--- src/rtl/clkrdy_pkg.sv ---
package clkrdy_pkg;
  localparam int unsigned NSRC     = 5;   // lsi, lse, hsi, hse, pll
  localparam int unsigned DW       = 32;
  localparam int unsigned EN_LSB   = 8;
  localparam int unsigned FAIL_BIT = 7;
  localparam int unsigned RDY_LSB  = 0;
  localparam int unsigned CLR_LSB  = 16;
  localparam int unsigned FCLR_BIT = 23;
endpackage

--- src/rtl/clkrdy_edge.sv ---
module clkrdy_edge #(
  parameter int unsigned W = 5
) (
  input  logic         clk,
  input  logic         rst_n,
  input  logic [W-1:0] lvl_i,
  output logic [W-1:0] rise_o
);
  logic [W-1:0] prev_q;

  always_ff @(posedge clk) begin
    if (!rst_n) prev_q <= '0;
    else        prev_q <= lvl_i;
  end

  assign rise_o = lvl_i & ~prev_q;

  for (genvar i = 0; i < W; i++) begin : g_chk
    // a steady level yields one rise only
    p_single_rise_r4: assert property (@(posedge clk) disable iff (!rst_n)
      rise_o[i] |=> !rise_o[i]);
  end
endmodule

--- src/rtl/clkrdy_flag.sv ---
module clkrdy_flag (
  input  logic clk,
  input  logic rst_n,
  input  logic set_i,
  input  logic clr_i,
  output logic flag_o
);
  logic flag_q;

  always_ff @(posedge clk) begin
    if (!rst_n)     flag_q <= 1'b0;
    else if (set_i) flag_q <= 1'b1;
    else if (clr_i) flag_q <= 1'b0;
  end

  assign flag_o = flag_q;

  p_set_wins_r8: assert property (@(posedge clk) disable iff (!rst_n)
    set_i |=> flag_o);
  p_clear_r6: assert property (@(posedge clk) disable iff (!rst_n)
    (clr_i && !set_i) |=> !flag_o);
  p_hold_r6: assert property (@(posedge clk) disable iff (!rst_n)
    (!set_i && !clr_i) |=> $stable(flag_o));
endmodule

--- src/rtl/clkrdy_irq_reg.sv ---
module clkrdy_irq_reg
  import clkrdy_pkg::*;
(
  input  logic          clk,
  input  logic          rst_n,
  input  logic          wr_en,
  input  logic [DW-1:0] wr_data,
  output logic [DW-1:0] rd_data,
  input  logic          pll_lock,
  input  logic          hse_rdy,
  input  logic          hsi_rdy,
  input  logic          lse_rdy,
  input  logic          lsi_rdy,
  input  logic          css_fail,
  output logic          irq,
  output logic          nmi
);
  logic [NSRC-1:0] en_q;
  logic [NSRC-1:0] src_lvl;
  logic [NSRC-1:0] src_rise;
  logic [NSRC-1:0] rdy_flag;
  logic [NSRC-1:0] rdy_clr;
  logic            fail_flag;
  logic            fail_clr;

  assign src_lvl  = {pll_lock, hse_rdy, hsi_rdy, lse_rdy, lsi_rdy};
  assign rdy_clr  = wr_en ? wr_data[CLR_LSB +: NSRC] : '0;
  assign fail_clr = wr_en & wr_data[FCLR_BIT];

  always_ff @(posedge clk) begin
    if (!rst_n)     en_q <= '0;
    else if (wr_en) en_q <= wr_data[EN_LSB +: NSRC];
  end

  clkrdy_edge #(.W(NSRC)) u_edge (
    .clk(clk), .rst_n(rst_n), .lvl_i(src_lvl), .rise_o(src_rise)
  );

  for (genvar i = 0; i < NSRC; i++) begin : g_rdy
    clkrdy_flag u_flag (
      .clk(clk), .rst_n(rst_n),
      .set_i(src_rise[i] & en_q[i]),
      .clr_i(rdy_clr[i]),
      .flag_o(rdy_flag[i])
    );
    // a ready flag only rises while its enable was set
    p_rdy_needs_en_r3: assert property (@(posedge clk) disable iff (!rst_n)
      $rose(rd_data[RDY_LSB+i]) |-> $past(rd_data[EN_LSB+i]));
  end

  clkrdy_flag u_fail (
    .clk(clk), .rst_n(rst_n),
    .set_i(css_fail), .clr_i(fail_clr), .flag_o(fail_flag)
  );

  always_comb begin
    rd_data                    = '0;
    rd_data[EN_LSB +: NSRC]    = en_q;
    rd_data[FAIL_BIT]          = fail_flag;
    rd_data[RDY_LSB +: NSRC]   = rdy_flag;
  end

  assign irq = fail_flag | (|rdy_flag);
  assign nmi = fail_flag;

  p_nmi_implies_irq_r5: assert property (@(posedge clk) disable iff (!rst_n)
    nmi |-> irq);
  p_fail_unmasked_r5: assert property (@(posedge clk) disable iff (!rst_n)
    css_fail |=> nmi);
endmodule

--- config.mk ---
export PLATFORM = sky130hd
export DESIGN_NAME = clkrdy_irq_reg
export DESIGN_NICKNAME = d
export VERILOG_FILES = /design/src/rtl/clkrdy_pkg.sv /design/src/rtl/clkrdy_edge.sv /design/src/rtl/clkrdy_flag.sv /design/src/rtl/clkrdy_irq_reg.sv
export SDC_FILE = /design/constraint.sdc
export NUM_CORES = 1
export LEC_CHECK = 0
export BUFFER_PORTS_ARGS = -buffer_cell sky130_fd_sc_hd__buf_2
export CAP_MARGIN = 20
export CORE_UTILIZATION = 38
export DETAILED_ROUTE_END_ITERATION = 8
export PLACE_DENSITY = 0.93
export SLEW_MARGIN = 10
export SYNTH_ARGS = -nofsm -noshare
export SYNTH_HDL_FRONTEND = slang
export SYNTH_SLANG_ARGS = --single-unit
--- constraint.sdc ---
create_clock -name clk -period 2.45 [get_ports clk]
set_clock_uncertainty 0.2 [all_clocks]
set_input_delay 0.3675 -clock clk [delete_from_list [all_inputs] [get_ports clk]]
set_output_delay 0.3675 -clock clk [all_outputs]
set_load 0.05 [all_outputs]
# --- Yosys cells after proc, flatten, opt, wreduce, memory -nomap -nowiden ---
# Cells that the tools add are included.
totals:
  ff_bits: 16
  input_bits: 41
  elab_cells: 37
  out_inout_bits: 34
classes:
  n_reduce_logical: 7
  mux: 13
  n_bitwise: 9
ops:
  columns: ["op", "n"]
  rows:
  - ["$mux 1", 12]
  - ["$reduce_bool 2->1", 6]
  - ["$and 1x1->1", 6]
  - ["$and 5x5->5", 1]
  - ["$mux 5", 1]
  - ["$not 5->5", 1]
  - ["$reduce_or 5->1", 1]
  - ["$or 1x1->1", 1]

# --- Depth between registers and ports, before layout ---
depth:
  word_depth: 4
  depth_mapped: 3

# --- Hierarchy ---
# Synthesis repeated with hierarchy kept, for this count alone.
unflattened:
  cells_unflattened: 86
  hier_area_um2: 862.1
modules_own_cells:
  columns: ["mod", "cells_per_inst", "area_each_um2", "n_inst"]
  rows:
  - ["clkrdy_irq_reg", 53, 451.7, 1]
  - ["clkrdy_flag", 3, 41.3, 6]
  - ["clkrdy_edge", 15, 162.7, 1]

# --- Worst setup path before layout ---
# No wires, ideal clock.
synth_path:
  path_type: "reg-to-output"
  from: "register u_fail.flag_q (netlist: u_fail.flag_o)"
  to: "output irq"
  n_path_buf: 0
  required_time_ns: 1.882
  path_stages_with_launch: 3
  slack_ns: 0.766
  arrival_ns: 1.116
  path_cell_list: "dfxtp_1 nor4_1 nand2_1"
synth_between:
  elab_chain_cells: 1
synth_rtl:
  columns: ["element", "line_no", "rtl"]
  rows:
  - ["start: declaration", "clkrdy_flag.sv:8", "logic flag_q;"]
  - ["start signal: assignment", "clkrdy_flag.sv:11", "if (!rst_n) flag_q <= 1'b0;"]
  - ["start signal: assignment", "clkrdy_flag.sv:12", "else if (set_i) flag_q <= 1'b1;"]
  - ["start signal: assignment", "clkrdy_flag.sv:13", "else if (clr_i) flag_q <= 1'b0;"]
  - ["$or 1x1->1", "clkrdy_irq_reg.sv:63", "assign irq = fail_flag | (|rdy_flag);"]
  - ["end: declaration", "clkrdy_irq_reg.sv:15", "output logic irq,"]
# Every way passes these cells.

# --- Worst setup path in the final report ---
layout_path:
  from: "register g_rdy[2].u_flag.flag_q"
  to: "output irq"
layout_between:
  elab_chain_cells: 2
layout_rtl:
  columns: ["element", "line_no"]
  rows:
  - ["start: declaration", "clkrdy_flag.sv:8"]
  - ["start signal: assignment", "clkrdy_flag.sv:11"]
  - ["start signal: assignment", "clkrdy_flag.sv:12"]
  - ["start signal: assignment", "clkrdy_flag.sv:13"]
  - ["$reduce_or 5->1", "clkrdy_irq_reg.sv:63"]
  - ["$or 1x1->1", "clkrdy_irq_reg.sv:63"]
# Every way passes these cells.

==> qor.json <==
{
  "result_of_the_run": "finished, final reports clean",
  "worst_r2r_endpoint": "g_rdy[4].u_flag.flag_o",
  "yosys.cell_count.top_type": "sky130_fd_sc_hd__buf_4",
  "crit_path_max_fanout": 3,
  "synth_warnings": 0,
  "synth_largest_type_area_fraction_pct": 40.7,
  "worstPathRequired_ns": 1.88,
  "postSynth.asyncResetShare_pct": 0,
  "die_h_um": 47.5,
  "clock_sink_count": 16,
  "grt_pass1_vias": 440,
  "route.final.wire_length_um": 1280,
  "finalCoreUtilization_pct": 44.4,
  "synth_top_family_by_area": "buffers and inverters",
  "hold-path-endpoint": "u_fail.flag_o",
  "endpoint_kind": "primary output",
  "place.detailed.instances": 132,
  "drtAntennaViolNets": 0,
  "setup_viol": 0,
  "finish.instance_area_sq_um": 871,
  "routed-via-count": 549,
  "placed_area_sq_um": 835,
  "synth_compound_area_share_pct": 7.79,
  "antenna_found_initial": 0,
  "timing_max_transition_violations_final": 0,
  "drt_initial_violations": 4,
  "path_clk_slew_ns": 0.09,
  "p_per_area_nw_per_um2": 717,
  "ys_top_cells_by_count": "sky130_fd_sc_hd__buf_4 (28), sky130_fd_sc_hd__dfxtp_1 (16), sky130_fd_sc_hd__nor2b_1 (10)",
  "min_from": "wr_data[23]",
  "r2r_start": "en_q[4]",
  "yosys.area.top_type": "sky130_fd_sc_hd__dfxtp_1",
  "final_cell_count_no_fill": 136,
  "syn2layout_area_growth_pct": 10.7,
  "max_freq_ghz": 0.564,
  "antenna_cells_inserted": 0,
  "post_cts_buffers": 0,
  "fin_crit_sh_pct": 72.3,
  "period_minus_slack_ns": 1.77,
  "final_layout_size_suffix_gt1_share_pct": 33.0,
  "sequential_cell_area_fraction_in_the_yosys_report_pct": 40.7,
  "vdd_ir_drop_max_v": 0.000296,
  "crit_type": "reg2out",
  "min-delay-path-class": "in2reg",
  "worst-r2r-cell-count": 2,
  "floorplan.die_area_sq_um": 2260,
  "cts_made_buffers": 3,
  "ctsHoldBuffers": 0,
  "synth_simple_gate_area_share_pct": 16.1,
  "tritoncts": "yes",
  "pin_count": 75,
  "cp_slowest_cell": "sky130_fd_sc_hd__dfxtp_1",
  "path_cells": "nor4_1 > nand2_1 > buf_2",
  "wl_per_cell_um": 9.44,
  "netlist_instances": 82,
  "buffer_cell_driving_the_clock_tree_root": "sky130_fd_sc_hd__clkbuf_4",
  "power.leakage_nw": 0.463,
  "maximum_number_of_pins_on_one_net_before_global_route_repair": 17,
  "synth_ff_type": "sky130_fd_sc_hd__dfxtp_1",
  "rows": 16,
  "grt-ovfl-total": 0,
  "r2r_slack_ns": 1.49,
  "report.final.hold_viol_count": 0,
  "clk_path_buf_depth": 2,
  "yosys-top-cells-area": "sky130_fd_sc_hd__dfxtp_1 (41%), sky130_fd_sc_hd__buf_4 (27%), sky130_fd_sc_hd__nor2b_1 (7.9%)",
  "groute.usage.overall_pct": 12.0,
  "max_capacitance_violation_count": 0,
  "vias_per_cell": 4.04,
  "synth_edf_count": 0,
  "synth.distinct_cells": 14,
  "fin_tns_setup_ns": 0,
  "type_of_origin_of_the_critical_path": "register",
  "arrival_ns": 1.21,
  "port_buffers": 32,
  "post-route-drc-count": 0,
  "first_pass_grt_wire_length_um": 1870,
  "post_synthesis_share_of_cell_area_spent_on_full_adders_half_adders_and_majority_gates_pct": 0,
  "muxShareOfSynthArea_pct": 6.36,
  "detailedPlacementHpwl_um": 999,
  "drt-pass1-iter-count": 2,
  "clock_latency_ns": 0.28,
  "nets_final": 151,
  "worstHoldPathCells": 2,
  "slowest_delay_ns": 0.34,
  "ys_seq_elements": 16,
  "cts_htree_levels": 1,
  "netlist_area_sq_um": 787,
  "gp_congestion": 0.593,
  "die_width_um": 47.5,
  "floorplan.initialDensity_pct": 40.1,
  "synthesized_area_fraction_occupied_by_xor_and_xnor_cells_pct": 0,
  "core_area_sq_um": 1960,
  "rsz0062_at_grt": "false",
  "post_synthesis_area_per_instance_sq_um": 9.60,
  "cts_resized": 0
}
cell families after synthesis:
logic type,count (synthesis)
simple gates,23
buf+inv,30
other cells,1
flops,16
compound gates,7
mux,5
placed cells by master (no fill, tap or decap):
| cell | synthesis | layout |
|---|---|---|
| sky130_fd_sc_hd__a31oi_1 | 1 | 1 |
| sky130_fd_sc_hd__inv_1 | 1 | 1 |
| sky130_fd_sc_hd__nor4_1 | 1 | 1 |
| sky130_fd_sc_hd__clkbuf_8 | 0 | 1 |
| sky130_fd_sc_hd__buf_2 | 0 | 32 |
| sky130_fd_sc_hd__nor2_1 | 1 | 1 |
| sky130_fd_sc_hd__o21ai_0 | 1 | 1 |
| sky130_fd_sc_hd__dfxtp_1 | 16 | 16 |
| sky130_fd_sc_hd__mux2i_1 | 5 | 5 |
| sky130_fd_sc_hd__clkbuf_4 | 0 | 3 |
| sky130_fd_sc_hd__conb_1 | 1 | 21 |
| sky130_fd_sc_hd__nor2b_1 | 10 | 10 |
| sky130_fd_sc_hd__a32o_1 | 5 | 5 |
| sky130_fd_sc_hd__and2_1 | 5 | 5 |
| sky130_fd_sc_hd__nand2_1 | 6 | 6 |
sequential cells by signal (all words and copies together), names as in the netlist:
signal               cells
u_edge.prev_q            5
g_rdy.u_flag.flag_o      5
u_fail.flag_o            1
en_q                     5
worst max path at each step:
stage,startpoint,end,slack [ns],cells after the start
floorplan,u_fail.flag_o,irq,0.77,2
global placement,g_rdy[2].u_flag.flag_o,irq,1.01,3
detailed placement,g_rdy[2].u_flag.flag_o,irq,1.00,3
CTS,g_rdy[2].u_flag.flag_o,irq,0.69,3
global route,g_rdy[2].u_flag.flag_o,irq,0.57,3
finish,g_rdy[2].u_flag.flag_o,irq,0.68,3
stage by stage:
stage          worst slack, ns  power, W  hold WS [ns]
5_1_grt                  0.565  0.000655        0.0654
3_5_place_dp              1.00  0.000461         0.324
6_report                 0.677  0.000624        0.0723
2_1_floorplan            0.766  0.000462         0.278
4_1_cts                  0.688  0.000631        0.0694
3_3_place_gp              1.01  0.000458         0.300
final cells by class:
| class | instances | area, sq um |
|---|---|---|
| Fill cell | 214 | 1090 |
| Sequential cell | 16 | 320 |
| Clock buffer | 4 | 36.3 |
| Tap cell | 27 | 33.8 |
| Inverter | 1 | 3.75 |
| Multi-Input combinational cell | 56 | 317 |
| Timing Repair Buffer | 32 | 160 |
per-layer routing:
metal,global-route usage [%],part of all wire [%],up-vias
li1,-,-,277
met1,13.4,43,243
met2,21.4,49,29
met3,4.15,8.9,0
met4,3.43,0,0
met5,0,0,-
power by group:
part           switching [W]  internal (W)  leakage [nW]
registers         0.00000717      0.000273         0.132
logic               0.000139     0.0000343         0.310
clock network      0.0000800     0.0000902        0.0210
total               0.000226      0.000398         0.463
critical path: cells and delay by family (launching register included):
family	cells	cell delay (ns)
simple gates	2	0.38
flops	1	0.34
buf+inv	1	0.21
Note: power is estimated with default switching activity, not from simulation.
